### config.mk
export PLATFORM = sky130hd
export DESIGN_NAME = oneshot_pwm_timer
export DESIGN_NICKNAME = d
export VERILOG_FILES = /design/src/rtl/oneshot_pwm_pkg.sv /design/src/rtl/reload_bank.sv /design/src/rtl/phase_counter.sv /design/src/rtl/pwm_out_stage.sv /design/src/rtl/oneshot_pwm_timer.sv
export SDC_FILE = /design/constraint.sdc
export NUM_CORES = 1
export LEC_CHECK = 0
export CAP_MARGIN = 20
export CELL_PAD_IN_SITES_DETAIL_PLACEMENT = 0
export CELL_PAD_IN_SITES_GLOBAL_PLACEMENT = 2
export CORE_ASPECT_RATIO = 0.9
export CORE_MARGIN = 2
export CORE_UTILIZATION = 36
export DETAILED_ROUTE_END_ITERATION = 6
export GPL_TIMING_DRIVEN = 0
export PLACE_DENSITY_LB_ADDON = 0.05
export SKIP_LAST_GASP = 1
export SYNTH_ARGS = -nofsm -noshare
export SYNTH_HDL_FRONTEND = slang
export SYNTH_HIERARCHICAL = 1
export SYNTH_SLANG_ARGS = --single-unit
### constraint.sdc
create_clock -name clk_i -period 2.1 [get_ports clk_i]
set_clock_uncertainty 0.1 [all_clocks]
set_input_delay 0.42 -clock clk_i [delete_from_list [all_inputs] [get_ports clk_i]]
set_output_delay 0.42 -clock clk_i [all_outputs]
set_load 0.005 [all_outputs]
### src/rtl/oneshot_pwm_pkg.sv
package oneshot_pwm_pkg;
  typedef enum logic [2:0] {
    ST_IDLE,
    ST_ARM,   // started, waiting for first tick to load phase 0
    ST_RUN0,
    ST_GAP,   // underflow 0 seen, next tick loads phase 1
    ST_RUN1
  } phase_e;
endpackage

### src/rtl/reload_bank.sv
module reload_bank #(
  parameter int W = 16
) (
  input  logic         clk_i,
  input  logic         rst_ni,
  input  logic         rld0_we_i,
  input  logic         rld1_we_i,
  input  logic [W-1:0] wdata_i,
  output logic [W-1:0] rld0_o,
  output logic [W-1:0] rld1_o
);
  logic [W-1:0] r0_q, r1_stage_q, r1_pend_q;

  always_ff @(posedge clk_i or negedge rst_ni) begin
    if (!rst_ni) begin
      r0_q       <= '0;
      r1_stage_q <= '0;
      r1_pend_q  <= '0;
    end else begin
      if (rld1_we_i) r1_stage_q <= wdata_i;
      if (rld0_we_i) begin
        r0_q      <= wdata_i;
        r1_pend_q <= rld1_we_i ? wdata_i : r1_stage_q;
      end
    end
  end

  assign rld0_o = r0_q;
  assign rld1_o = r1_pend_q;


  r1_commit_chk: assert property (@(posedge clk_i) disable iff (!rst_ni)
    !rld0_we_i |=> $stable(rld1_o));
endmodule

### src/rtl/phase_counter.sv
module phase_counter
  import oneshot_pwm_pkg::*;
#(
  parameter int W = 16
) (
  input  logic         clk_i,
  input  logic         rst_ni,
  input  logic         tick_i,
  input  logic         start_i,
  input  logic         stop_i,
  input  logic [W-1:0] rld0_i,
  input  logic [W-1:0] rld1_i,
  output logic [W-1:0] cnt_o,
  output logic         busy_o,
  output logic         uf0_o,
  output logic         uf1_o,
  output logic [W-1:0] act0_o,
  output logic [W-1:0] act1_o
);
  localparam logic [W-1:0] ONE = W'(1);

  phase_e       state_q;
  logic [W-1:0] cnt_q, act0_q, act1_q;
  logic         cnt_zero;

  assign cnt_zero = (cnt_q == '0);

  always_comb begin
    uf0_o = 1'b0;
    uf1_o = 1'b0;
    if (tick_i && !stop_i) begin
      uf0_o = (state_q == ST_ARM  && act0_q == '0) || (state_q == ST_RUN0 && cnt_zero);
      uf1_o = (state_q == ST_GAP  && act1_q == '0) || (state_q == ST_RUN1 && cnt_zero);
    end
  end

  always_ff @(posedge clk_i or negedge rst_ni) begin
    if (!rst_ni) begin
      state_q <= ST_IDLE;
      cnt_q   <= '0;
      act0_q  <= '0;
      act1_q  <= '0;
    end else if (stop_i) begin
      state_q <= ST_IDLE;
    end else if (start_i && state_q == ST_IDLE) begin
      state_q <= ST_ARM;
      act0_q  <= rld0_i;
      act1_q  <= rld1_i;
    end else if (tick_i) begin
      unique case (state_q)
        ST_ARM: begin
          cnt_q   <= act0_q - ONE;
          state_q <= (act0_q == '0) ? ST_GAP : ST_RUN0;
        end
        ST_RUN0: begin
          cnt_q <= cnt_q - ONE;
          if (cnt_zero) state_q <= ST_GAP;
        end
        ST_GAP: begin
          cnt_q   <= act1_q - ONE;
          state_q <= (act1_q == '0) ? ST_IDLE : ST_RUN1;
        end
        ST_RUN1: begin
          cnt_q <= cnt_q - ONE;
          if (cnt_zero) state_q <= ST_IDLE;
        end
        default: ;
      endcase
    end
  end

  assign cnt_o  = cnt_q;
  assign busy_o = (state_q != ST_IDLE);
  assign act0_o = act0_q;
  assign act1_o = act1_q;


  cnt_hold_chk: assert property (@(posedge clk_i) disable iff (!rst_ni)
    !tick_i |=> $stable(cnt_q));

  uf_ffff_chk: assert property (@(posedge clk_i) disable iff (!rst_ni)
    (uf0_o || uf1_o) |=> (cnt_q == '1));

  uf1_idle_chk: assert property (@(posedge clk_i) disable iff (!rst_ni)
    uf1_o |=> !busy_o);
endmodule

### src/rtl/pwm_out_stage.sv
module pwm_out_stage #(
  parameter int W = 16
) (
  input  logic         clk_i,
  input  logic         rst_ni,
  input  logic         tick_i,
  input  logic         stop_i,
  input  logic         uf0_i,
  input  logic         uf1_i,
  input  logic [W-1:0] act0_i,
  input  logic [W-1:0] act1_i,
  input  logic         init_we_i,
  input  logic         init_lvl_i,
  output logic         ff_o,
  output logic         irq_o,
  output logic         dma_o,
  output logic         trig_o
);
  logic ff_q, irq_q, dma_q, trig_q;
  logic tog_pend_q, req_pend_q;
  logic flat, tog_now, tog_eff, req_eff;

  assign flat    = (act0_i == '1) || (act1_i == '1);
  assign tog_now = (uf0_i && act0_i != '1) || (uf1_i && act1_i != '1);
  assign tog_eff = tog_pend_q ^ (!flat && tog_now);
  assign req_eff = req_pend_q || (!flat && uf1_i);

  always_ff @(posedge clk_i or negedge rst_ni) begin
    if (!rst_ni) begin
      ff_q       <= 1'b0;
      irq_q      <= 1'b0;
      dma_q      <= 1'b0;
      trig_q     <= 1'b0;
      tog_pend_q <= 1'b0;
      req_pend_q <= 1'b0;
    end else begin
      irq_q  <= 1'b0;
      dma_q  <= 1'b0;
      trig_q <= 1'b0;
      if (stop_i) begin
        tog_pend_q <= 1'b0;
        req_pend_q <= 1'b0;
      end else if (tick_i) begin
        trig_q     <= uf0_i || uf1_i;
        irq_q      <= req_eff;
        dma_q      <= req_eff;
        tog_pend_q <= flat && tog_now;
        req_pend_q <= flat && uf1_i;
      end
      if (init_we_i)                       ff_q <= init_lvl_i;
      else if (!stop_i && tick_i && tog_eff) ff_q <= ~ff_q;
    end
  end

  assign ff_o   = ff_q;
  assign irq_o  = irq_q;
  assign dma_o  = dma_q;
  assign trig_o = trig_q;


  ff_hold_chk: assert property (@(posedge clk_i) disable iff (!rst_ni)
    (!tick_i && !init_we_i) |=> $stable(ff_q));

  irq_pulse_chk: assert property (@(posedge clk_i) disable iff (!rst_ni)
    irq_q |=> !irq_q);

  trig_tick_chk: assert property (@(posedge clk_i) disable iff (!rst_ni)
    !tick_i |=> !trig_q);
endmodule

### src/rtl/oneshot_pwm_timer.sv
module oneshot_pwm_timer #(
  parameter int W = 16
) (
  input  logic         clk_i,
  input  logic         rst_ni,
  input  logic         cnt_tick_i,
  input  logic         rld0_we_i,
  input  logic         rld1_we_i,
  input  logic [W-1:0] wdata_i,
  input  logic         en_we_i,
  input  logic         en_val_i,
  input  logic         ext_start_i,
  input  logic         init_we_i,
  input  logic         init_lvl_i,
  output logic [W-1:0] cnt_o,
  output logic         busy_o,
  output logic         ff_o,
  output logic         irq_o,
  output logic         dma_o,
  output logic         trig_o
);
  logic         start_req, stop_req, uf0, uf1;
  logic [W-1:0] rld0, rld1, act0, act1;

  assign start_req = (en_we_i && en_val_i) || ext_start_i;
  assign stop_req  = en_we_i && !en_val_i;

  reload_bank #(.W(W)) u_bank (
    .clk_i, .rst_ni,
    .rld0_we_i, .rld1_we_i, .wdata_i,
    .rld0_o(rld0), .rld1_o(rld1)
  );

  phase_counter #(.W(W)) u_cnt (
    .clk_i, .rst_ni,
    .tick_i(cnt_tick_i), .start_i(start_req), .stop_i(stop_req),
    .rld0_i(rld0), .rld1_i(rld1),
    .cnt_o, .busy_o,
    .uf0_o(uf0), .uf1_o(uf1), .act0_o(act0), .act1_o(act1)
  );

  pwm_out_stage #(.W(W)) u_out (
    .clk_i, .rst_ni,
    .tick_i(cnt_tick_i), .stop_i(stop_req),
    .uf0_i(uf0), .uf1_i(uf1), .act0_i(act0), .act1_i(act1),
    .init_we_i, .init_lvl_i,
    .ff_o, .irq_o, .dma_o, .trig_o
  );


  stop_idle_chk: assert property (@(posedge clk_i) disable iff (!rst_ni)
    stop_req |=> !busy_o);
endmodule

; ---- Word level (Yosys, flattened, before mapping)
; Cells that the tools add are included.
[word_totals]
regBits = 104
in_bits = 26
out_inout_bits = 21
word_cells = 90
[op_classes]
addsub = 3
eq_ne = 10
muxes = 22
n_bitwise = 4
n_reduce_logical = 39
[ops]
columns = op, n
row1 = $logic_not A16 Y1, 3
row2 = $pmux W16 S3, 1
row3 = $sub A16 B1 Y16 const B, 3
row4 = $eq A16 B16 Y1 const B, 2
row5 = $ne A16 B16 Y1 const B, 2
row6 = $mux W3, 6
row7 = $mux W16, 1
row8 = $logic_and A1 B1 Y1, 15
row9 = $mux W1, 13
row10 = $pmux W3 S4, 1
row11 = $reduce_bool A3 Y1, 3
row12 = $ne A4 B2 Y1 const B, 2
row13 = $reduce_and A4 Y1, 2
row14 = $logic_or A1 B1 Y1, 7
row15 = $eq A3 B2 Y1 const B, 2
row16 = $reduce_bool A6 Y1, 1
row17 = $reduce_bool A2 Y1, 2
row18 = $eq A3 B1 Y1 const B, 1
row19 = $eq A3 B3 Y1 const B, 1
row20 = $logic_not A1 Y1, 3
row21 = $logic_not A3 Y1, 1
row22 = $not A1 Y1, 3
row23 = $reduce_and A2 Y1, 1
row24 = $reduce_or A2 Y1, 1
row25 = $xor A1 B1 Y1, 1

; ---- Logic depth before layout (Yosys ltp)
; Gate-level depths: netlist of run 1.
[depth]
ltp_word = 12
ltp_mapped = 13
mapped_depth_nobuf = 10

; ---- Cells and area by module
; Netlist of run 1, hierarchy kept.
[modules_own_cells]
columns = mod, instances, cells_each, area_each_um2
row1 = phase_counter, 1, 306, 3111.7
row2 = reload_bank, 1, 102, 1869.3
row3 = pwm_out_stage, 1, 35, 352.8
row4 = oneshot_pwm_timer, 1, 2, 13.8

; ---- Worst setup path before layout of run 1
; No wires, ideal clock.
[synth_path]
path_type = flip-flop to flip-flop
startpoint = reg u_cnt.state_q[1]
endpoint = reg u_cnt.cnt_q[6] (netlist: u_cnt/cnt_o[6])
setup_time_ns = 0.125
arrival_time_ns = 2.107
required_ns = 1.875
setup_slack_ns = -0.232
stages_incl_launch_ff = 13
path_buffers = 3
period_less_slack_ns = 2.332
path_cell_list = dfrtp_1 > buf_4 > buf_4 > buf_4 > nor3b_1 > o21ai_0 > nand2_1 > ha_1 > inv_1 > a221oi_4 > nand3_1 > xnor2_1 > mux2_2
[synth_via]
elab_chain_cells = 4
word_cells_on_any_way = 11
[synth_lines]
columns = item, line_no
row1 = "start, declared", phase_counter.sv:22  ; phase_e state_q;
row2 = "start signal, assigned", phase_counter.sv:53  ; state_q <= (act0_q == '0) ? ST_GAP : ST_RUN0;
row3 = "start signal, assigned", phase_counter.sv:61  ; state_q <= (act1_q == '0) ? ST_IDLE : ST_RUN1;
row4 = "$eq A3 B3 Y1, or another cell as far along", phase_counter.sv:50  ; unique case (state_q)
row5 = $reduce_or A2 Y1 (no line) / $logic_and A1 B1 Y1 (equally long branches), n/a
row6 = $reduce_bool A3 Y1 (no line) / $not A1 Y1 (equally long branches), n/a
row7 = $reduce_and A4 Y1 (no line), n/a
row8 = "end signal, assigned", phase_counter.sv:52  ; cnt_q <= act0_q - ONE;
row9 = "end signal, assigned", phase_counter.sv:56  ; cnt_q <= cnt_q - ONE;
row10 = "end signal, assigned", phase_counter.sv:60  ; cnt_q <= act1_q - ONE;
row11 = "end, declared", phase_counter.sv:23  ; logic [W-1:0] cnt_q, act0_q, act1_q;
; Several ways; a longest one is shown, not always the timed one.
; A chain may end at the register's enable or synchronous reset.

; ---- Worst setup path after layout of run 1
[layout_path]
startpoint = reg u_cnt.act0_q[4] (netlist: u_cnt/act0_o[4])
endpoint = reg u_out.ff_q (netlist: u_out/ff_o)
[layout_via]
elab_chain_cells = 10
word_cells_on_any_way = 14
[layout_lines]
columns = item, line_no
row1 = "start, declared", phase_counter.sv:23
row2 = "start signal, assigned", phase_counter.sv:47  ; act0_q <= rld0_i;
row3 = $logic_not A16 Y1, phase_counter.sv:32  ; uf0_o = (state_q == ST_ARM && act0_q == '0) || (state_q == ST_RUN0 && cnt_zero);
row4 = $logic_and A1 B1 Y1, phase_counter.sv:32
row5 = $logic_or A1 B1 Y1, phase_counter.sv:32
row6 = $mux W1, phase_counter.sv:31  ; if (tick_i && !stop_i) begin
row7 = named net uf0, oneshot_pwm_timer.sv:22  ; logic start_req, stop_req, uf0, uf1;
row8 = $logic_and A1 B1 Y1, pwm_out_stage.sv:24  ; assign tog_now = (uf0_i && act0_i != '1) || (uf1_i && act1_i != '1);
row9 = $logic_or A1 B1 Y1, pwm_out_stage.sv:24
row10 = $logic_and A1 B1 Y1, pwm_out_stage.sv:25  ; assign tog_eff = tog_pend_q ^ (!flat && tog_now);
row11 = $xor A1 B1 Y1, pwm_out_stage.sv:25
row12 = $logic_and A1 B1 Y1, pwm_out_stage.sv:51  ; else if (!stop_i && tick_i && tog_eff) ff_q <= ~ff_q;
row13 = $reduce_bool A2 Y1 (no line), n/a
row14 = "end signal, assigned", pwm_out_stage.sv:50  ; if (init_we_i) ff_q <= init_lvl_i;
row15 = "end signal, assigned", pwm_out_stage.sv:51
row16 = "end, declared", pwm_out_stage.sv:19  ; logic ff_q, irq_q, dma_q, trig_q;
; The timed path passes the listed nets, and every way through them passes these cells.

==> results.json, run 1 <==
{
  "ant_nets": 0,
  "start_kind": "flop",
  "via_per_inst": 5.04,
  "wl_per_cell_microns": 18.8,
  "first_iter_violations": 196,
  "yosysUniqueCellTypes": 62,
  "wirelength_microns": 14300,
  "yosys.area.top_type": "dfrtp_1",
  "worstMarginPinSlew_ns": 0.528,
  "grt-ovfl-total": 0,
  "cts_max_path_buffers": 2,
  "hold_ws_ns": 0.301,
  "nFillCells": 1336,
  "fmax_ghz": 0.397,
  "cp_slowest_cell": "dfrtp_2",
  "remaining_drc_errors": 0,
  "core_sq_mm": 0.0146,
  "track_usage_pct": 18.8,
  "syn-num-nets": 472,
  "path_delay_family": "simple AND/OR/NAND/NOR gates",
  "diodes": 0,
  "seq_area_sq_mm": 0.00262,
  "violations": "negative setup slack",
  "post-route-period-util_pct": 120,
  "path_cells": "nor4_4 > nand4_1 > nor3_2 > a31oi_4 > nor4b_4 > nor2_1 > o31a_2 > o21ai_2 > mux2i_1",
  "hold_class": "in2reg",
  "layout_setup_ws_ns": -0.417,
  "synthArstFlopShare_pct": 100,
  "ys_warn_count": 6,
  "synth_top_area_share_pct": 48.7,
  "ioPinCount": 47,
  "layout-drive-gt1-share_pct": 46.7,
  "initial_core_util_pct": 36.6,
  "nets": 585,
  "cp_max_fo": 3,
  "hpwl_microns": 9990,
  "leakage_nw": 3.12,
  "gp_congestion": 0.764,
  "netlist_instances": 445,
  "synth.avg_cell_area_sq_um": 12.0,
  "rsz0062_at_grt": "true",
  "crit_path_end_kind": "flop",
  "critical_path_buf_inv_count": 0,
  "clock_latency_ns": 0.35,
  "synth_edf_count": 0,
  "die_x_microns": 132,
  "slew_headroom_pct": 64.8,
  "cts.sinks": 104,
  "finalPower_mw": 10.3,
  "areaGrowthSynthToFinish_pct": 38.5,
  "h-tree-depth": 3,
  "antenna_found_initial": 0,
  "final_hold_viol_count": 0,
  "setup-violations-final": 14,
  "drv_cap": 0,
  "die_height_microns": 120,
  "dp_slack_ns": -1.15,
  "grt_max_degree": 68,
  "slew_violations": 0,
  "cts_buffers": 9,
  "synth_area_leaders": "dfrtp_1 (49%), mux2_2 (13%), mux2_4 (5.6%)",
  "synth_seq_area_share_pct": 48.7,
  "fin_crit_ns": 2.52,
  "path_clk_slew_ns": 0.08,
  "fin_area_sq_mm": 0.00740,
  "vias": 3832,
  "ys.flop_type": "dfrtp_1",
  "worst_ep_required_time_ns": 2.28,
  "path_class": "reg2reg",
  "placed_area_sq_mm": 0.00612,
  "syn_area_sq_mm": 0.00535,
  "p_per_area_mw_per_mm2": 1390,
  "rows": 42,
  "grt_pass1_wl_microns": 22700,
  "grt_pass1_vias": 3937,
  "yosys_register_bits": 104,
  "cts_tree": "done",
  "fp.dieArea_sq_mm": 0.0158,
  "run_status": "complete, but fails checks",
  "clockRootBuffer": "clkbuf_16",
  "port_buffers": 44,
  "vdd_drop_max_mv": 0.649,
  "cp.arrival_ns": 2.69,
  "max_stage_delay_ns": 0.43,
  "firstDrtPassIters": 4,
  "multi_input_area_sq_mm": 0.00290
}
## layer usage
| metal | vias up | wire (microns) | GRT usage (%) |
|---|---|---|---|
| met2 | 61 | 6800 | 30.2 |
| li1 | 1832 | - | - |
| met3 | 12 | 438 | 4.10 |
| met1 | 1927 | 6870 | 25.7 |
| met5 | - | 0 | 0 |
| met4 | 0 | 170 | 4.91 |
## sequential cells by signal, summed over array words and instances, names as in the netlist
name,count
u_bank/rld1_o,16
u_cnt/cnt_o,16
u_bank/r1_stage_q,16
u_out/trig_o,1
u_out/ff_o,1
u_cnt/act1_o,16
u_cnt/state_q,3
u_out/tog_pend_q,1
u_out/dma_o,1
u_bank/rld0_o,16
u_cnt/act0_o,16
u_out/req_pend_q,1
## cell usage in the layout, fill, tap and decap left out, types with 3 or more instances in the layout
cell             count
buf_8                6
buf_12               3
dfrtp_1             92
nor4_1               5
clkdlybuf4s50_1     42
a21oi_1             10
nand2_1             29
nor2_1              18
o221ai_2             3
nand2b_1             5
buf_4               50
nor2b_1              8
xor2_1               7
mux2_4              21
buf_6               13
o21ai_1             14
or3_4                3
o21ai_0              8
nor3b_1              6
nor4_2               5
or3_1                5
mux2_2              61
nand3b_1             4
dfrtp_2             12
clkbuf_16           11
o21ai_2              6
buf_2                4
nor3b_2              6
nor4_4               6
mux2i_1              5
nand4_1             12
inv_1               11
xnor2_1              4
xnor2_2              3
## cell usage after synthesis, types with 3 or more instances
cell / count
nor3b_1: 10
nor2_1: 20
o21ai_1: 4
nand4_1: 12
dfrtp_1: 104
nor4_1: 13
o21ai_0: 23
a21oi_1: 11
nor2b_1: 9
buf_4: 6
buf_2: 8
nor3b_2: 3
mux2_4: 20
clkbuf_1: 5
mux2i_1: 7
inv_1: 14
xnor2_1: 7
nor3_2: 3
or3_1: 8
mux2_2: 61
nand3b_1: 4
nand2b_1: 5
nand2_1: 32
xor2_1: 8
## worst register-to-register path, stage by stage (launching register included)
cell     delay [ns]
dfrtp_2        0.43
nor4_4         0.32
nand4_1        0.19
nor3_2         0.24
a31oi_4        0.06
nor4b_4        0.31
nor2_1         0.13
o31a_2         0.31
o21ai_2        0.13
mux2i_1        0.21
## path summary, 6_finish.rpt
kind / from / endpoint / slack [ns] / depth (start not counted)
hold / removal: rld1_we_i / u_bank/r1_stage_q[0] / 0.30 / 2
hold reg to reg: u_bank/r1_stage_q[12] / u_bank/r1_stage_q[12] / 0.40 / 1
setup / recovery: u_cnt/act0_o[4] / u_out/ff_o / -0.42 / 9
min in group asynchronous: rst_ni / u_cnt/cnt_o[1] / 0.47 / 2
setup reg to reg: u_cnt/act0_o[4] / u_out/ff_o / -0.42 / 9
max in group asynchronous: rst_ni / u_cnt/act0_o[6] / 0.71 / 3
## metrics by stage
stage	utilization (%)	setup TNS (ns)	instances
floorplan	-	-1.00	445
global placement	41.8	-404.59	687
detailed placement	41.9	-41.17	688
CTS	48.2	-3.20	742
global route	50.7	-6.23	761
finish	50.7	-4.06	761
## what timing repair did
action,CTS,global route
hold endpoints to repair,37,0
setup endpoints to repair,53,51
gates cloned,2,2
setup buffers,36,20
hold buffers,1,0
gates resized for setup,84,45
pin swaps,34,30
## area by class of cell
type	instances	area share (%)
flip-flops and latches	104	35.3
well taps	198	3.35
multi-input cells	302	39.2
repair buffers	103	13.2
inverters	14	0.794
clock buffers	10	3.23
clock inverters	6	1.32
plain buffers	24	3.55
## kinds of logic after synthesis
logic type / share of synthesized area (%)
buf+inv: 4.14
fa+ha+maj: 0.234
flops: 48.7
xor+xnor: 3.28
simple gates: 16.0
mux: 20.2
compound gates: 7.44
## report_power, final
part	switching [mW]	total [mW]	leakage [nW]	internal, mW
combinational	2.24	4.93	1.73	2.69
clock	0.794	1.89	0.166	1.10
sequential	0.822	3.44	1.23	2.62
Power figures use the tool's default switching activity.
==> run 2: changes to the inputs <==
--- a/config.mk
+++ b/config.mk
@@ -12,8 +12,10 @@
 export CORE_MARGIN = 2
 export CORE_UTILIZATION = 36
 export DETAILED_ROUTE_END_ITERATION = 6
+export GPL_ROUTABILITY_DRIVEN = 0
 export GPL_TIMING_DRIVEN = 0
-export PLACE_DENSITY_LB_ADDON = 0.05
+export PLACE_DENSITY_LB_ADDON = 0.1
+export SETUP_SLACK_MARGIN = 0.4
 export SKIP_LAST_GASP = 1
 export SYNTH_ARGS = -nofsm -noshare
 export SYNTH_HDL_FRONTEND = slang
==> run 2 against run 1 <==
Against the previous run: critical path depth increased by 1; hold slack got worse by 0.0059 ns; clock-buffer cell count decreased by 1; routed wire length up 7.9%; setup slack better by 0.049 ns; highest routed layer unchanged; clock power is 6% lower; largest power group unchanged; die area unchanged; sequential power is essentially flat; the run still ends with negative setup slack left.
==> results.json, run 2 (synthesis gave the netlist of run 1 again) <==
{
  "run_status": "complete, but fails checks",
  "violations": "negative setup slack",
  "cpMostUsedCell": "buf_8",
  "grt_pass1_wl_microns": 24300,
  "cts.sinks": 104,
  "fin_setup_tns_ns": -8.12,
  "layout_setup_ws_ns": -0.368,
  "cts_tree": "done",
  "die_x_microns": 132,
  "worstMarginPinSlew_ns": 0.498,
  "worst_ep_required_time_ns": 2.25,
  "p_per_area_mw_per_mm2": 1380,
  "cp.arrival_ns": 2.62,
  "placed_area_sq_mm": 0.00616,
  "antenna_found_initial": 0,
  "leakage_nw": 3.48,
  "firstDrtPassIters": 4,
  "setup-violations-final": 50,
  "areaGrowthSynthToFinish_pct": 49.5,
  "fin_crit_ns": 2.47,
  "crit_path_end_kind": "flop",
  "fin_area_sq_mm": 0.00799,
  "clockRootBuffer": "clkbuf_16",
  "final_hold_viol_count": 0,
  "grt-ovfl-total": 0,
  "remaining_drc_errors": 0,
  "path_cells": "buf_8 > xor2_4 > buf_8 > mux2i_4 > buf_4 > a32oi_4 > nand4_4 > nor4_4 > xor2_1 > o21ai_1",
  "layout-drive-gt1-share_pct": 55.2,
  "post-route-period-util_pct": 118,
  "ioPinCount": 47,
  "hpwl_microns": 9880,
  "dp_slack_ns": -0.834,
  "diodes": 0,
  "drv_cap": 0,
  "cts_buffers": 9,
  "rows": 42,
  "start_kind": "flop",
  "rsz0062_at_grt": "true",
  "final_common_cell": "dfrtp_1",
  "die_height_microns": 120,
  "initial_core_util_pct": 36.6,
  "slew_headroom_pct": 66.8,
  "placed_cells": 688,
  "grt_max_degree": 72,
  "clock_latency_ns": 0.36,
  "port_buffers": 44,
  "nets": 634,
  "critical_path_buf_inv_count": 3,
  "max_stage_delay_ns": 0.43,
  "wirelength_microns": 15400,
  "track_usage_pct": 20.0,
  "via_per_inst": 5.07,
  "cp_slowest_cell": "dfrtp_2",
  "grt_pass1_vias": 4282,
  "most-common-layout-cells": "dfrtp_1 (89), buf_4 (60), mux2_2 (60), buf_6 (50), nand2_1 (25)",
  "slew_violations": 0,
  "hold_class": "in2reg",
  "cp_max_fo": 7,
  "first_iter_violations": 198,
  "fp.dieArea_sq_mm": 0.0158,
  "path_clk_slew_ns": 0.08,
  "path_delay_family": "simple AND/OR/NAND/NOR gates",
  "h-tree-depth": 3,
  "fmax_ghz": 0.405,
  "ant_nets": 0,
  "core_sq_mm": 0.0146,
  "finalPower_mw": 11.0,
  "vdd_drop_max_mv": 0.570,
  "wl_per_cell_microns": 19.0,
  "path_class": "reg2reg",
  "stdcell_count": 810,
  "cts_max_path_buffers": 2,
  "vias": 4107
}
-- run 2: stage by stage --
step / hold slack, ns / util, %
2_1_floorplan: 0.0244 / -
3_3_place_gp: 0.361 / 42.0
3_5_place_dp: 0.313 / 42.2
4_1_cts: 0.289 / 51.7
5_1_grt: 0.285 / 54.7
6_report: 0.296 / 54.7
-- run 2: where the power goes --
group | switching (mW) | total [mW] | internal, mW
Combinational | 2.54 | 5.85 | 3.30
Clock | 0.832 | 1.78 | 0.952
Sequential | 0.786 | 3.41 | 2.62
-- run 2: repair_timing --
item / 4_1_cts / 5_1_grt
hold buffers: 1 / 0
setup buffers: 72 / 26
setup endpoints to repair: 76 / 68
gates cloned: 6 / 1
endpoints found under the hold margin: 33 / 0
pin swaps: 33 / 27
gates resized for setup: 166 / 69
-- run 2: metal layers --
layer	wire (microns)	GRT usage, %	up-vias
met3	551	4.35	23
met1	7190	27.2	2067
met2	7310	32.1	83
met4	355	6.32	0
li1	-	-	1934
met5	0	0	-
-- run 2: worst paths after layout --
| path | start | endpoint | slack, ns | cells after the start |
|---|---|---|---|---|
| setup / recovery | u_cnt/state_q[2] | u_cnt/cnt_o[15] | -0.37 | 10 |
| hold / removal | rld1_we_i | u_bank/r1_stage_q[1] | 0.30 | 2 |
| hold reg to reg | u_bank/r1_stage_q[7] | u_bank/r1_stage_q[7] | 0.40 | 1 |
| max in group asynchronous | rst_ni | u_cnt/act0_o[6] | 0.69 | 3 |
| min in group asynchronous | rst_ni | u_cnt/cnt_o[1] | 0.46 | 2 |
| setup reg to reg | u_cnt/state_q[2] | u_cnt/cnt_o[15] | -0.37 | 10 |
-- run 2: worst register-to-register path, stage by stage (launching register included) --
cell     delay, ns
dfrtp_2       0.43
buf_8         0.16
xor2_4        0.19
buf_8         0.14
mux2i_4       0.19
buf_4         0.14
a32oi_4       0.24
nand4_4       0.22
nor4_4        0.30
xor2_1        0.18
o21ai_1       0.07
-- run 2: area by class of cell --
class,count,area [sq um]
clock inverter,7,90.1
inverter,14,58.8
clock buffer,9,225
buffer,25,310
sequential,104,2620
tap,198,248
multi-input combinational,302,2970
fill,1285,6620
timing repair buffer,151,1470
==> run 3: changes to the inputs <==
==> constraint.sdc (replaced) <==
create_clock -name clk_i -period 2.1 [get_ports clk_i]
set_clock_uncertainty 0.1 [all_clocks]
set_input_delay 0.315 -clock clk_i [delete_from_list [all_inputs] [get_ports clk_i]]
set_output_delay 0.315 -clock clk_i [all_outputs]
set_load 0.005 [all_outputs]
==> run 3 against run 2 <==
Against the previous run: the run still ends with negative setup slack left; clock power barely moved; combinational power decreased by 8.0%; sequential power hardly changed; maximum frequency shrank 0.19%; setup slack got worse by 0.0046 ns; non-clock buffer count decreased by 10; sequential share of layout area rose by 0.59 points; utilization down 1.0 points; routed wire length down 2.4%; critical path depth unchanged; sequential cell count is the same; cell area is 1.9% lower; critical path type unchanged; largest power group unchanged.
==> results.json, run 3 (synthesis gave the netlist of run 1 again) <==
{
  "placed_area_sq_mm": 0.00616,
  "areaGrowthSynthToFinish_pct": 46.6,
  "worst_ep_required_time_ns": 2.25,
  "diodes": 0,
  "nFillCells": 1291,
  "vias": 4075,
  "path_clk_slew_ns": 0.08,
  "p_per_area_mw_per_mm2": 1340,
  "wl_per_cell_microns": 18.8,
  "first_iter_violations": 173,
  "via_per_inst": 5.09,
  "grt-ovfl-total": 0,
  "fp.dieArea_sq_mm": 0.0158,
  "run_status": "complete, but fails checks",
  "start_kind": "flop",
  "utilization_pct": 53.7,
  "fin_area_sq_mm": 0.00784,
  "cts_tree": "done",
  "vdd_drop_max_mv": 0.563,
  "post-route-period-util_pct": 118,
  "path_class": "reg2reg",
  "dp_slack_ns": -0.729,
  "cp_max_fo": 6,
  "grt_pass1_wl_microns": 23900,
  "die_x_microns": 132,
  "grt_max_degree": 72,
  "crit_path_end_kind": "flop",
  "setup-violations-final": 50,
  "drv_cap": 0,
  "cts.sinks": 104,
  "finalPower_mw": 10.5,
  "slew_headroom_pct": 65.2,
  "layout_setup_ws_ns": -0.373,
  "firstDrtPassIters": 5,
  "cts_buffers": 9,
  "antenna_found_initial": 0,
  "track_usage_pct": 19.9,
  "grt_pass1_vias": 4181,
  "fin_crit_ns": 2.47,
  "hpwl_microns": 9880,
  "final_hold_viol_count": 0,
  "multi_input_area_sq_mm": 0.00287,
  "rows": 42,
  "worstMarginPinSlew_ns": 0.519,
  "ioPinCount": 47,
  "nets": 624,
  "hold_class": "in2reg",
  "leakage_nw": 3.40,
  "layout-drive-gt1-share_pct": 51.2,
  "placed_cells": 688,
  "initial_core_util_pct": 36.6,
  "core_sq_mm": 0.0146,
  "seq_area_sq_mm": 0.00262,
  "stdcell_count": 800,
  "cp.arrival_ns": 2.62,
  "remaining_drc_errors": 0,
  "die_height_microns": 120,
  "wirelength_microns": 15000,
  "fmax_ghz": 0.404,
  "final_common_cell": "dfrtp_1",
  "ant_nets": 0,
  "hold_ws_ns": 0.192,
  "violations": "negative setup slack",
  "rsz0062_at_grt": "true",
  "most-common-layout-cells": "dfrtp_1 (92), mux2_2 (60), buf_4 (56), buf_6 (43), nand2_1 (29)",
  "fin_setup_tns_ns": -11.23,
  "slew_violations": 0,
  "port_buffers": 44,
  "clockRootBuffer": "clkbuf_16",
  "clock_latency_ns": 0.36,
  "cts_max_path_buffers": 2,
  "h-tree-depth": 3
}
-- run 3: changes by cell type in the layout (fill, tap and decap cells not counted), moves of 3 or more --
cell / delta
buf_2: -6
buf_4: -4
buf_6: -7
dfrtp_1: +3
dfrtp_2: -3
dlygate4sd2_1: +6
nand2_1: +4
nor3b_2: -3
o221ai_2: +3
o221ai_4: -3
-- run 3: worst paths after layout --
| check | startpoint | end | slack, ns | cells after the start |
|---|---|---|---|---|
| max | u_cnt/state_q[2] | u_cnt/cnt_o[15] | -0.37 | 10 |
| min | rld1_we_i | u_bank/r1_stage_q[1] | 0.19 | 2 |
| max reg2reg | u_cnt/state_q[2] | u_cnt/cnt_o[15] | -0.37 | 10 |
| min reg2reg | u_out/ff_o | u_out/ff_o | 0.37 | 1 |
| max in group asynchronous | rst_ni | u_cnt/act0_o[6] | 0.82 | 3 |
| min in group asynchronous | rst_ni | u_cnt/cnt_o[1] | 0.35 | 2 |
-- run 3: layout make-up --
class,count,area share (%)
buffer,25,3.99
clock buffer,9,2.87
clock inverter,7,1.15
inverter,14,0.702
multi-input combinational,302,36.6
sequential,104,33.4
tap,198,3.16
timing repair buffer,141,18.2
-- run 3: critical path, stage by stage (launching register included) --
cell	delay, ns
dfrtp_2	0.43
buf_8	0.16
xor2_4	0.18
buf_8	0.14
buf_4	0.14
buf_4	0.13
o221ai_2	0.32
nand4b_4	0.23
nor4_2	0.29
xor2_1	0.17
o21ai_1	0.07
-- run 3: timing repair --
item | CTS | global route
buffers inserted | 66 | 21
setup endpoints to repair | 73 | 65
hold buffers | 1 | 0
gates cloned | 7 | 1
pin swaps | 32 | 19
gates resized for setup | 134 | 51
hold endpoints to repair | 33 | 0
-- run 3: power breakdown --
group          leakage, nW  switching, mW  total [mW]  internal (mW)
logic                 2.02           2.35        5.38           3.02
registers             1.23          0.764        3.38           2.62
clock network        0.152          0.828        1.78          0.952
total                 3.40           3.95        10.5           6.59
-- run 3: routing by layer --
| layer | GRT usage [%] | routed length, microns |
|---|---|---|
| met5 | 0 | 0 |
| met4 | 6.79 | 359 |
| met3 | 4.65 | 518 |
| met2 | 31.8 | 7060 |
| met1 | 26.6 | 7100 |
